<file path="src/rtl/gfinv_pkg.sv">
package gfinv_pkg;

   typedef enum logic [1:0] {
      ST_IDLE,
      ST_LOAD,
      ST_RUN,
      ST_DONE
   } inv_state_e;

   typedef struct packed {
      logic sqr;        // 1: square the accumulator, 0: multiply
      logic use_keep;   // multiplier second operand: saved term instead of base
      logic save_keep;  // copy the new accumulator into the saved term
   } chain_op_t;

   localparam int CHAIN_STEPS = 11;

   // Power held after each step: 2,3,6,7,14,28,56,63,126,127,254
   function automatic chain_op_t chain_op(input logic [3:0] step);
      chain_op_t op;
      op = '{sqr: 1'b1, use_keep: 1'b0, save_keep: 1'b0};
      case (step)
         4'd1, 4'd9: op.sqr = 1'b0;
         4'd3: begin
            op.sqr       = 1'b0;
            op.save_keep = 1'b1;
         end
         4'd7: begin
            op.sqr      = 1'b0;
            op.use_keep = 1'b1;
         end
         default: ;
      endcase
      return op;
   endfunction

endpackage

</file>
<file path="src/rtl/gf_reduce.sv">
module gf_reduce #(
   parameter int          W    = 8,
   parameter logic [W-1:0] POLY = 8'h1D
) (
   input  logic [2*W-2:0] wide,
   output logic [W-1:0]   red
);
   localparam int          WW   = 2 * W - 1;
   localparam logic [W:0]  FULL = {1'b1, POLY};

   logic [WW-1:0] work;

   always_comb begin
      work = wide;
      for (int k = WW - 1; k >= W; k--) begin
         if (work[k]) work[k -: W+1] = work[k -: W+1] ^ FULL;
      end
      red = work[W-1:0];
   end
endmodule

</file>
<file path="src/rtl/gf_mul.sv">
module gf_mul #(
   parameter int          W    = 8,
   parameter logic [W-1:0] POLY = 8'h1D
) (
   input  logic [W-1:0] a,
   input  logic [W-1:0] b,
   output logic [W-1:0] p
);
   localparam int WW = 2 * W - 1;

   logic [WW-1:0] rows [W];
   logic [WW-1:0] prod;

   genvar i;
   generate
      for (i = 0; i < W; i++) begin : g_row
         assign rows[i] = b[i] ? ({{(W-1){1'b0}}, a} << i) : '0;
      end
   endgenerate

   always_comb begin
      prod = '0;
      for (int j = 0; j < W; j++) prod = prod ^ rows[j];
   end

   gf_reduce #(.W(W), .POLY(POLY)) u_red (.wide(prod), .red(p));

   always_comb begin
      p_unit_mul_r2: assert (b != W'(1) || p == a);
   end
endmodule

</file>
<file path="src/rtl/gf_sqr.sv">
module gf_sqr #(
   parameter int          W    = 8,
   parameter logic [W-1:0] POLY = 8'h1D
) (
   input  logic [W-1:0] a,
   output logic [W-1:0] s
);
   localparam int WW = 2 * W - 1;

   logic [WW-1:0] spread;

   genvar i;
   generate
      for (i = 0; i < W; i++) begin : g_even
         assign spread[2*i] = a[i];
      end
      for (i = 0; i < W - 1; i++) begin : g_odd
         assign spread[2*i+1] = 1'b0;
      end
   endgenerate

   gf_reduce #(.W(W), .POLY(POLY)) u_red (.wide(spread), .red(s));

   always_comb begin
      p_unit_sqr_r2: assert (a != W'(1) || s == W'(1));
   end
endmodule

</file>
<file path="src/rtl/gf_chain_ctrl.sv">
module gf_chain_ctrl
   import gfinv_pkg::*;
(
   input  logic clk,
   input  logic rst_n,
   input  logic start,
   output logic accept,
   output logic load_acc,
   output logic step_en,
   output logic finish,
   output logic op_sqr,
   output logic op_keep,
   output logic op_save,
   output logic busy,
   output logic done
);
   localparam int          SW   = 4;
   localparam logic [SW-1:0] LAST = SW'(CHAIN_STEPS - 1);

   inv_state_e    state_q, state_d;
   logic [SW-1:0] step_q;
   chain_op_t     cur;

   assign cur      = chain_op(step_q);
   assign accept   = (state_q == ST_IDLE) && start;
   assign load_acc = (state_q == ST_LOAD);
   assign step_en  = (state_q == ST_RUN);
   assign finish   = step_en && (step_q == LAST);
   assign op_sqr   = cur.sqr;
   assign op_keep  = cur.use_keep;
   assign op_save  = step_en && cur.save_keep;
   assign busy     = (state_q != ST_IDLE);
   assign done     = (state_q == ST_DONE);

   always_comb begin
      state_d = state_q;
      case (state_q)
         ST_IDLE: if (start)  state_d = ST_LOAD;
         ST_LOAD:             state_d = ST_RUN;
         ST_RUN:  if (finish) state_d = ST_DONE;
         ST_DONE:             state_d = ST_IDLE;
         default:             state_d = ST_IDLE;
      endcase
   end

   always_ff @(posedge clk or negedge rst_n) begin
      if (!rst_n) begin
         state_q <= ST_IDLE;
         step_q  <= '0;
      end else begin
         state_q <= state_d;
         if (load_acc)     step_q <= '0;
         else if (step_en) step_q <= step_q + 1'b1;
      end
   end

   p_done_pulse_r4: assert property (@(posedge clk) disable iff (!rst_n)
      done |=> !done);
   p_busy_on_accept_r5: assert property (@(posedge clk) disable iff (!rst_n)
      accept |=> busy);
   p_idle_after_done_r5: assert property (@(posedge clk) disable iff (!rst_n)
      done |=> !busy);
endmodule

</file>
<file path="src/rtl/gfinv_chain.sv">
module gfinv_chain #(
   parameter int          WIDTH = 8,
   parameter logic [WIDTH-1:0] POLY = 8'h1D
) (
   input  logic             clk,
   input  logic             rst_n,
   input  logic             start,
   input  logic [WIDTH-1:0] operand,
   output logic             busy,
   output logic             done,
   output logic [WIDTH-1:0] result
);
   import gfinv_pkg::*;

   localparam int LATENCY = CHAIN_STEPS + 2;

   generate
      if (WIDTH != 8) begin : g_bad_width
         $error("gfinv_chain: operation chain is fixed for 8-bit elements");
      end
      if (POLY[0] != 1'b1) begin : g_bad_poly
         $error("gfinv_chain: field polynomial needs a constant term");
      end
   endgenerate

   logic accept, load_acc, step_en, finish, op_sqr, op_keep, op_save;
   logic [WIDTH-1:0] base_q, acc_q, keep_q, res_q;
   logic [WIDTH-1:0] mul_b, mul_out, sqr_out, acc_d;

   gf_chain_ctrl u_ctrl (
      .clk(clk), .rst_n(rst_n), .start(start),
      .accept(accept), .load_acc(load_acc), .step_en(step_en),
      .finish(finish), .op_sqr(op_sqr), .op_keep(op_keep),
      .op_save(op_save), .busy(busy), .done(done)
   );

   assign mul_b = op_keep ? keep_q : base_q;
   assign acc_d = op_sqr ? sqr_out : mul_out;

   gf_mul #(.W(WIDTH), .POLY(POLY)) u_mul (.a(acc_q), .b(mul_b), .p(mul_out));
   gf_sqr #(.W(WIDTH), .POLY(POLY)) u_sqr (.a(acc_q), .s(sqr_out));

   always_ff @(posedge clk or negedge rst_n) begin
      if (!rst_n) begin
         base_q <= '0;
         acc_q  <= '0;
         keep_q <= '0;
         res_q  <= '0;
      end else begin
         if (accept)   base_q <= operand;
         if (load_acc) acc_q  <= base_q;
         else if (step_en) acc_q <= acc_d;
         if (op_save)  keep_q <= acc_d;
         if (finish)   res_q  <= acc_d;
      end
   end

   assign result = res_q;

   // latency tracker used only by the checks below
   logic [4:0] lat_q;
   always_ff @(posedge clk or negedge rst_n) begin
      if (!rst_n)      lat_q <= '0;
      else if (accept) lat_q <= 5'd1;
      else if (busy)   lat_q <= lat_q + 1'b1;
   end

   p_latency_r4: assert property (@(posedge clk) disable iff (!rst_n)
      done |-> lat_q == 5'(LATENCY));
   p_zero_maps_zero_r3: assert property (@(posedge clk) disable iff (!rst_n)
      (done && base_q == '0) |-> result == '0);
   p_result_hold_r7: assert property (@(posedge clk) disable iff (!rst_n)
      !finish |=> $stable(result));
   p_base_frozen_r6: assert property (@(posedge clk) disable iff (!rst_n)
      (busy && !done) |=> $stable(base_q));
endmodule

</file>
<file path="config.mk">
export PLATFORM = sky130hd
export DESIGN_NAME = gfinv_chain
export DESIGN_NICKNAME = d
export VERILOG_FILES = /design/src/rtl/gfinv_pkg.sv /design/src/rtl/gf_reduce.sv /design/src/rtl/gf_mul.sv /design/src/rtl/gf_sqr.sv /design/src/rtl/gf_chain_ctrl.sv /design/src/rtl/gfinv_chain.sv
export SDC_FILE = /design/constraint.sdc
export NUM_CORES = 1
export LEC_CHECK = 0
export ABC_CLOCK_PERIOD_IN_PS = 3300
export BUFFER_PORTS_ARGS = -buffer_cell sky130_fd_sc_hd__buf_2
export CAP_MARGIN = 20
export CORE_ASPECT_RATIO = 0.7
export CORE_UTILIZATION = 56
export DETAILED_ROUTE_END_ITERATION = 10
export GPL_TIMING_DRIVEN = 0
export PLACE_DENSITY = 0.87
export SKIP_LAST_GASP = 1
export SYNTH_ARGS = -nofsm -noshare
export SYNTH_HDL_FRONTEND = slang
export SYNTH_SLANG_ARGS = --single-unit
</file>
<file path="constraint.sdc">
create_clock -name clk -period 3.3 [get_ports clk]
set_input_delay 0.33 -clock clk [delete_from_list [all_inputs] [get_ports clk]]
set_output_delay 0.33 -clock clk [all_outputs]
set_load 0.01 [all_outputs]
</file>
Word-level counts from Yosys, hierarchy flattened
Index checks and enable logic that the tools add are counted.

Add/sub/neg operators: 1. Equality and inequality tests: 10. Multiplexer cells: 33. Bitwise gates (word level): 21. Reductions and logical operators: 8.

Operators with widths (number): $xor 15x15->15 (5); $mux 5 (14); $not 4->4 (14); $mux 8 (5); $mux 15 (1); $xor 15x13->15 (1); $xor 15x14->15 (1); $mux 14 (1); $mux 13 (1); $mux 12 (1); $mux 11 (1); $mux 10 (1); $mux 9 (1); $eq 4x4->1 const B (2); $mux 4 (2); $pmux 2 s4 (1); $add 4x1->4 const B (1); $eq 2x2->1 const B (2); $eq 4x1->1 const B (1); $eq 4x2->1 const B (1); $eq 4x3->1 const B (1); $mux 2 (2); $ne 2x2->1 const B (2); $reduce_bool 2->1 (2); 6 further kinds (9).

Flip-flop bits (word level): 38. Bits of input ports: 11. Output and inout port bits: 10. Word-level logic and storage cells: 79.

Longest topological paths before layout
Gate-level depths: netlist of run 1.

Word-level depth: 28. Depth in mapped cells: 12. Gate-level depth less buffers: 10.

Modules after synthesis
Synthesis of run 1 repeated with hierarchy kept, for this count alone.

Cell total of the unflattened synthesis: 334. Area, all modules: 3099.2 um^2.

Modules (own cells, without submodules): gfinv_chain (times used 1, cells each 124, area an instance 1460.2 um^2, sequential area each 800.8 um^2); gf_mul (times used 1, cells each 126, area an instance 748.2 um^2, sequential area each 0.0 um^2); gf_reduce (times used 2, cells each 21, area an instance 235.2 um^2, sequential area each 0.0 um^2); gf_chain_ctrl (times used 1, cells each 41, area an instance 416.6 um^2, sequential area each 150.1 um^2); gf_sqr (times used 1, cells each 1, area an instance 3.8 um^2, sequential area each 0.0 um^2).

Worst setup path after synthesis of run 1
OpenSTA, ideal clock, no wires.

Path type: register -> register. Start: register u_ctrl.step_q[0]. End: register acc_q[4]. Setup time: 95 ps. Arrival time: 3146 ps. Required time: 3205 ps. Setup slack: 59 ps. Cell stages (with the launch flop): 11. Buffers on the path: 0. Clock period less this slack: 3241 ps. Path through: dfrtp_1 ha_1 nand3b_1 mux2_2 nand2_1 xnor3_1 xnor3_1 xor2_2 xor3_1 and2_4 o31ai_1.

Longest elaborated chain between the ends: 23. Elaborated cells between the ends (all ways): 38. Those cells by class: eq/ne (4); mux (20); bitwise (13); reduce/logical (1).

Ends and longest elaborated chain: start: declaration (line gf_chain_ctrl.sv:21) `logic [SW-1:0] step_q;`; start signal: assignment (line gf_chain_ctrl.sv:53) `else if (step_en) step_q <= step_q + 1'b1;`; $eq 4x3->1 (line gfinv_pkg.sv:22) `case (step)`; $mux 1 (line gfinv_pkg.sv:22); $mux 8 (line gfinv_chain.sv:37) `assign mul_b = op_keep ? keep_q : base_q;`; $mux 8 / $mux 9 (equally long branches) (line gf_mul.sv:17) `assign rows[i] = b[i] ? ({{(W-1){1'b0}}, a} << i) : '0;`; $xor 15x15->15 (4 in series) (line gf_mul.sv:23) `for (int j = 0; j < W; j++) prod = prod ^ rows[j];`; $xor 15x13->15 (line gf_mul.sv:23); $xor 15x14->15 (line gf_mul.sv:23); $xor 15x15->15 (line gf_mul.sv:23); [4 not listed]; $mux 5 (line gf_reduce.sv:16) `if (work[k]) work[k -: W+1] = work[k -: W+1] ^ FULL;`; $not 4->4 (no source line); $mux 5 (line gf_reduce.sv:16); $not 4->4 (no source line); $mux 5 (line gf_reduce.sv:16); $mux 8 * (line gfinv_chain.sv:38) `assign acc_d = op_sqr ? sqr_out : mul_out;`; $mux 8 * (line gfinv_chain.sv:52) `else if (step_en) acc_q <= acc_d;`; $mux 8 * (line gfinv_chain.sv:51) `if (load_acc) acc_q <= base_q;`; end signal: assignment (line gfinv_chain.sv:51); end: declaration (line gfinv_chain.sv:27) `logic [WIDTH-1:0] base_q, acc_q, keep_q, res_q;`.

Mark *: on every way between the ends. The rest lies on a longest branch, timed or not. The select of a mux whose other input is x is not followed. A chain may end at the register's enable or synchronous reset.

Final worst setup path of run 1
Start: register u_ctrl.step_q[0]. End: register res_q[4] (netlist: result[4]).

Longest elaborated chain between the ends: 21. Elaborated cells between the ends (all ways): 38. Those cells by class: eq/ne (5); mux (18); bitwise (13); reduce/logical (2).

Ends and longest elaborated chain: $eq 4x3->1 (line gfinv_pkg.sv:22); $mux 1 (line gfinv_pkg.sv:22); $mux 8 (line gfinv_chain.sv:37); $mux 8 / $mux 9 (equally long branches) (line gf_mul.sv:17); $xor 15x15->15 (4 in series) (line gf_mul.sv:23); $xor 15x13->15 (line gf_mul.sv:23); $xor 15x14->15 (line gf_mul.sv:23); $xor 15x15->15 (line gf_mul.sv:23); $not 4->4 (no source line); $mux 5 (2 in series) (line gf_reduce.sv:16); $not 4->4 (no source line); $mux 5 (line gf_reduce.sv:16); $not 4->4 (no source line); $mux 5 (line gf_reduce.sv:16); $not 4->4 (no source line); $mux 5 (line gf_reduce.sv:16); $mux 8 (line gfinv_chain.sv:38); end signal: assignment (line gfinv_chain.sv:48) `res_q <= '0;`; end signal: assignment (line gfinv_chain.sv:54) `if (finish) res_q <= acc_d;`; end: declaration (line gfinv_chain.sv:27).

Several ways; a longest one is shown, not always the timed one.

==> results.md, run 1 <==
* Result of the run: finished clean
* Weighted congestion at the end of routability-driven global placement at between 0.9 and 1
* Global router's overall resource usage at 0.318
* Count of pins over their slew limit at 0
* Fmax achieved at just over 300 MHz
* Worst-path maximum fanout at 8
* Slowest Stage Delay on Critical Path at 420 ps
* Number of global-route vias before repair at between 2000 and 3000
* CP Data Arrival Time at approximately 3500 ps
* Register bit count reported by yosys at 38
* Period Utilization, post-route at 0.999
* Drt pass-1 iters at 5
* H-tree depth reported by CTS at 2
* Core outline area at roughly 5400 sq um
* Number of max-cap violations at 0
* Horizontal extent of the die at roughly 93 um
* Main synth FF type: sky130_fd_sc_hd__dfrtp_1
* Total Neg Setup Slack at 0 ps
* CP Data Required Time at 3500 ps
* HPWL after detailed placement at approximately 6100 um
* Endpoint of the worst register-to-register path: result[4]
* Post-Syn Area at about 3200 sq um
* Remaining global-route overflow at 0
* Mapped Cells at 365
* Syn_nets at around 380
* Total via count in the routed design at 3054
* Starting density of the core at 0.596
* Skew-Pair Late Insertion Delay at 290 ps
* Detailed-route DRC error count at 0
* Die outline area at about 6000 sq um
* Proportion of register bits with asynchronous set or reset after synthesis at 1.00
* Number of buffers created by CTS at 5
* Clock Path Buffers at 2
* Post-synth EDFFs at 0
* Avg Inst Size Synth at between 8 and 9 sq um
* Register-to-register setup slack at roughly 3.3 ps
* Number of filler instances in the final layout at 400
* RSZ-0062 raised after global routing: true
* DRC marker count from the first detailed-route iteration at 380
* Time the worst path needs with I/O delays and setup at ~3300 ps
* Crit Path Category: reg2reg
* N_diodes at 0
* # setup viols final at 0
* CTS Hold Bufs at 0
* DR vias/cell at between 6 and 7
* Final Core Density at 0.716
* Largest net degree at the start of global routing at 39
* Root cell of the clock tree: sky130_fd_sc_hd__clkbuf_8
* Wire length of the first global-routing pass at 14600 um
* Kind of start point of the critical path: register
* Fraction of the yosys area taken by sequential cells at 0.295
* Number of clock sinks at 38
* Cell count of the worst reg-to-reg path at 13
* Worst path cell trace: ha_4, and3b_1, buf_6, buf_4, buf_4, mux2_4, nand2_2, xnor2_2, xnor3_2, xor2_4, xor3_1, and2_4, o31ai_2
* Antenna violations before repair at 0
* Hold slack final at 140 ps
* Avg WL per Cell at around 19 um
* Critical Path Sink Type: register
* Number of input and output port buffers inserted at 20
* Start of the worst register-to-register path: u_ctrl.step_q[0]
* Area taken by multi-input logic gates at between 2000 and 2500 sq um
* Worst-case headroom to the max-slew limit at 0.443
* P&R area growth vs syn at 20.0%
* Class of the tightest hold or removal check: in2async
* CP dominant cell by count: sky130_fd_sc_hd__buf_4
* Actual slew at the worst max-slew pin at 835 ps
* Register clock-pin slew on the reported worst setup and hold paths at 80 ps
* Final layout net count at approximately 440
* Routed Antenna Nets at 0
* Fin. Hold Viols at 0
* Number of standard-cell rows in the floorplan at 22
* Area used by sequential logic in the layout at ~950 sq um
* Fraction of layout instances using a drive strength above 1 at 0.237
* Number of warnings issued by yosys at 0
* Fin Clk Skew at roughly 4.6 ps
* Die Span Y at 65.4 um
* Total wire length at just over 9000 um
* Number of distinct library cells after synthesis at a little under 50
* CP max stage cell: sky130_fd_sc_hd__dfrtp_1
* TritonCTS clock tree: done
* Number of ports placed on the die boundary at 21
==> cell type report <==
| type | count | share of cell area |
|---|---|---|
| well taps | 72 | 0.0233 |
| inverters | 14 | 0.0136 |
| clock inverters | 1 | 0.00777 |
| plain buffers | 23 | 0.0266 |
| flip-flops and latches | 38 | 0.246 |
| clock buffers | 7 | 0.0198 |
| repair buffers | 44 | 0.0726 |
| multi-input cells | 290 | 0.590 |
==> critical path: cells and delay by family (launching register included) <==
| kind | cells | cell delay, ps |
|---|---|---|
| adder cells (fa/ha/maj) | 1 | 190 |
| AO/OA/AOI/OAI | 1 | 220 |
| AND/OR/NAND/NOR | 3 | 490 |
| multiplexers | 1 | 340 |
| flip-flops | 1 | 420 |
| XOR/XNOR | 4 | 1120 |
| buffers and inverters | 3 | 420 |
==> cells in the final DEF, fill, tap and decap left out, types with 2 or more instances in the layout <==
cell and n:
sky130_fd_sc_hd__a211o_1 2, sky130_fd_sc_hd__a211oi_1 2, sky130_fd_sc_hd__a21oi_1 18, sky130_fd_sc_hd__a31oi_1 5, sky130_fd_sc_hd__buf_1 4, sky130_fd_sc_hd__buf_2 20, sky130_fd_sc_hd__buf_4 26, sky130_fd_sc_hd__clkbuf_1 17
sky130_fd_sc_hd__clkbuf_8 5, sky130_fd_sc_hd__dfrtp_1 38, sky130_fd_sc_hd__ha_1 7, sky130_fd_sc_hd__inv_1 14, sky130_fd_sc_hd__mux2_2 10, sky130_fd_sc_hd__mux2_4 8, sky130_fd_sc_hd__mux2i_1 2, sky130_fd_sc_hd__mux2i_4 2
sky130_fd_sc_hd__nand2_1 74, sky130_fd_sc_hd__nand2_2 2, sky130_fd_sc_hd__nand3_1 8, sky130_fd_sc_hd__nand3b_1 5, sky130_fd_sc_hd__nor2_1 24, sky130_fd_sc_hd__nor2b_1 4, sky130_fd_sc_hd__nor3b_1 3, sky130_fd_sc_hd__o21ai_0 15
sky130_fd_sc_hd__o22ai_1 5, sky130_fd_sc_hd__o31ai_2 2, sky130_fd_sc_hd__or3_1 3, sky130_fd_sc_hd__xnor2_1 31, sky130_fd_sc_hd__xnor2_2 5, sky130_fd_sc_hd__xnor3_1 8, sky130_fd_sc_hd__xnor3_2 2, sky130_fd_sc_hd__xor2_1 13
sky130_fd_sc_hd__xor2_2 3, sky130_fd_sc_hd__xor2_4 2
==> repair_timing <==
action,in CTS,in global routing
buffers inserted,15,9
cloned,0,0
endpoints found under the setup margin,20,23
gates resized for setup,13,23
pin swaps,12,13
==> flip-flops by register name, summed over array words and instances, names as in the netlist <==
signal / count
u_ctrl.state_q: 2
base_q: 8
acc_q: 8
result: 8
keep_q: 8
u_ctrl.step_q: 4
==> layer usage <==
layer / GRT usage / wire (um) / share of wire / vias up
met4: 0.0977 / 230 / 0.025 / 0
li1: - / - / - / 1326
met2: 0.499 / 4190 / 0.45 / 233
met1: 0.428 / 3760 / 0.40 / 1465
met5: 0 / 0 / 0 / -
met3: 0.0926 / 1120 / 0.12 / 30
==> cells in the mapped netlist, types with 10 or more instances <==
cell,count,area share
sky130_fd_sc_hd__clkbuf_1,16,0.019
sky130_fd_sc_hd__nand2_1,76,0.089
sky130_fd_sc_hd__a21oi_1,19,0.030
sky130_fd_sc_hd__dfrtp_1,38,0.30
sky130_fd_sc_hd__inv_1,14,0.016
sky130_fd_sc_hd__xnor2_1,35,0.095
sky130_fd_sc_hd__o21ai_0,15,0.023
sky130_fd_sc_hd__xnor3_1,10,0.070
sky130_fd_sc_hd__nor2_1,24,0.028
sky130_fd_sc_hd__mux2_2,16,0.056
sky130_fd_sc_hd__xor2_1,16,0.044
==> through the flow <==
| step | setup WS (ps) | instance area (sq um) | cells |
|---|---|---|---|
| after floorplan | 58.9 | 3220 | 365 |
| after global placement | -259 | 3410 | 457 |
| after detailed placement | -362 | 3410 | 457 |
| after CTS | -28.0 | 3700 | 480 |
| after global routing | -71.9 | 3860 | 489 |
| final | 3.26 | 3860 | 489 |
==> cells by family (layout without fill, tap and decap cells) <==
family,count (synthesis),count (layout),synth area share
compound gates,64,64,0.127
simple gates,129,129,0.177
flops,38,38,0.295
buf+inv,37,89,0.0463
fa+ha+maj,8,8,0.0311
mux,23,23,0.0809
xor+xnor,66,66,0.242
==> worst max path at each step <==
| stage | from | to | slack [ps] |
|---|---|---|---|
| global placement | u_ctrl.step_q[0] | acc_q[4] | -260 |
| floorplan | u_ctrl.step_q[0] | acc_q[4] | 60 |
| finish | u_ctrl.step_q[0] | result[4] | 3 |
| detailed placement | u_ctrl.step_q[0] | result[4] | -360 |
| CTS | u_ctrl.step_q[0] | acc_q[4] | -30 |
| global route | u_ctrl.step_q[0] | result[4] | -70 |
Power of run 1 is not shown: default switching activity piles up to over one toggle a cycle in this logic, so the estimate is an artifact.
==> inputs of run 2 (changes only) <==
BUFFER_PORTS_ARGS = unset   (was -buffer_cell sky130_fd_sc_hd__buf_2)
CORE_UTILIZATION = 58   (was 56)
DONT_BUFFER_PORTS = 1   (was unset)
PLACE_DENSITY = 0.86   (was 0.87)
==> results.md, run 2 (synthesis gave the netlist of run 1 again) <==
* Area taken by multi-input logic gates at 2240 sq um (-1.5%)
* Post-layout instance area at 3720 sq um (-3.8%)
* Clock Path Buffers at 2 (unchanged)
* Number of ports placed on the die boundary at 21 (unchanged)
* Class of the tightest hold or removal check: in2reg
* HPWL after detailed placement at 5890 um (-4.1%)
* Most frequent standard cell in the layout excluding fill and tap cells: sky130_fd_sc_hd__nand2_1
* Count of pins over their slew limit at 0 (unchanged)
* Number of global-route vias before repair at 2808 (-3.2%)
* Die outline area at 5860 sq um (-3.4%)
* # setup viols final at 0 (unchanged)
* Starting density of the core at 0.609 (+0.0124)
* TritonCTS clock tree: done
* CP Data Arrival Time at 3500 ps (about the same)
* Fin Clk Skew at 9.14 ps (+4.53 ps)
* Final layout net count at 407 (-6.4%)
* N_diodes at 0 (unchanged)
* Slowest Stage Delay on Critical Path at 420 ps (about the same)
* Number of max-cap violations at 0 (unchanged)
* Actual slew at the worst max-slew pin at 606 ps (-229 ps)
* Fin. Hold Viols at 0 (unchanged)
* Kind of start point of the critical path: register
* Skew-Pair Late Insertion Delay at 300 ps (about the same)
* Fraction of layout instances using a drive strength above 1 at 0.177 (-0.0600)
* Top library cells by usage in the layout, fill and taps aside: sky130_fd_sc_hd__nand2_1, sky130_fd_sc_hd__dfrtp_1, sky130_fd_sc_hd__xnor2_1, sky130_fd_sc_hd__nor2_1, sky130_fd_sc_hd__a21oi_1
* Crit Path Category: reg2reg
* Total via count in the routed design at 2844 (-6.9%)
* Antenna violations before repair at 0 (unchanged)
* Global router's overall resource usage at 0.315 (-0.00366)
* Period Utilization, post-route at 0.999 (about the same)
* DR vias/cell at 6.17 (-1.2%)
* Largest net degree at the start of global routing at 39 (unchanged)
* Total wire length at 8770 um (-5.7%)
* Worst-case headroom to the max-slew limit at 0.596 (+0.153)
* RSZ-0062 raised after global routing: true
* Weighted congestion at the end of routability-driven global placement at 0.941 (+2.1%)
* Horizontal extent of the die at 91.0 um (-1.7%)
* CP Data Required Time at 3510 ps (about the same)
* Worst path cell trace: ha_4, and3b_1, buf_6, mux2_4, clkbuf_2, nand2_1, xor2_1, xnor2_2, xnor3_1, xor3_1, and2_4, o31ai_2
* P&R area growth vs syn at 15.5%
* Root cell of the clock tree: sky130_fd_sc_hd__clkbuf_8
* Result of the run: finished clean
* Fmax achieved at 303 MHz (about the same)
* Wire length of the first global-routing pass at 14000 um (-3.7%)
* CP max stage cell: sky130_fd_sc_hd__dfrtp_1
* Avg WL per Cell at 19.0 um (about the same)
* Number of filler instances in the final layout at 360 (-10%)
* Time the worst path needs with I/O delays and setup at 3300 ps (+0.201 ps)
* Hold Path Depth at 1
* Number of buffers created by CTS at 5 (unchanged)
* Register clock-pin slew on the reported worst setup and hold paths at 80 ps (about the same)
* Number of standard-cell rows in the floorplan at 22 (unchanged)
* Remaining global-route overflow at 0 (unchanged)
* Post-place instance area at 3310 sq um (-2.9%)
* Critical Path Sink Type: register
* Cell count of the worst reg-to-reg path at 12 (-1)
* Number of input and output port buffers inserted at 0 (-100%)
* H-tree depth reported by CTS at 2 (unchanged)
* Drt pass-1 iters at 5 (unchanged)
* Detailed-route DRC error count at 0 (unchanged)
* DRC marker count from the first detailed-route iteration at 401 (+5.5%)
* Core outline area at 5290 sq um (-2.0%)
* Worst-path maximum fanout at 10 (+2)
* Area used by sequential logic in the layout at 951 sq um (unchanged)
* Die Span Y at 64.3 um (-1.7%)
* Routed Antenna Nets at 0 (unchanged)
* Number of clock sinks at 38 (unchanged)
[run 2: cell types whose count changed in the layout (fill, tap and decap cells not counted), sizes merged]
cell / change
buf: -29
bufinv: +1
clkbuf: -2
clkinv: +1
dlygate4sd3: +1
[run 2: area by class of cell]
type	instances	share of cell area
clock inverter	3	0.0185
multi-input combinational	290	0.604
sequential	38	0.256
timing repair buffer	17	0.0384
tap	72	0.0242
inverter	14	0.0141
clock buffer	5	0.0185
buffer	22	0.0266
[run 2: worst paths after layout]
check | startpoint | end | slack, ps
min in group asynchronous | rst_n | keep_q[4] | 510
max | u_ctrl.step_q[1] | acc_q[4] | 3
max in group asynchronous | rst_n | base_q[1] | 2610
min | operand[5] | base_q[5] | 180
min reg2reg | base_q[1] | base_q[1] | 550
max reg2reg | u_ctrl.step_q[1] | acc_q[4] | 3
[run 2: stage by stage]
step,hold slack (ps),setup slack (ps),TNS [ps],instances,utilization
6_report,184,3.06,0,461,0.703
5_1_grt,171,-68.1,-135,461,0.703
4_1_cts,182,10.9,0,456,0.685
3_5_place_dp,35.1,-423,-3450,437,0.626
3_3_place_gp,35.0,-298,-1940,437,0.626
2_1_floorplan,34.4,58.9,0,365,-
[run 2: worst max-delay path: cells and delay by family (launching register included)]
family	cells	cell delay, ps
XOR/XNOR	4	1150
adder cells (fa/ha/maj)	1	190
AND/OR/NAND/NOR	3	500
flip-flops	1	420
AO/OA/AOI/OAI	1	240
buffers and inverters	2	360
multiplexers	1	320
[run 2: what timing repair did]
action                                  in CTS  in global routing
hold endpoints to repair                    38                  0
hold buffers                                 2                  0
endpoints found under the setup margin      20                 18
resized for setup                           15                 12
setup buffers                               10                  5
cloned                                       0                  0
pin swaps                                   11                  9
[run 2: routing by layer]
layer / track usage / part of all wire / vias to the layer above
met5: 0 / 0 / -
met4: 0.0794 / 0.025 / 0
met3: 0.0726 / 0.098 / 31
met2: 0.505 / 0.46 / 173
met1: 0.433 / 0.42 / 1368
li1: - / - / 1272
Power of run 2 is left out for the same reason.
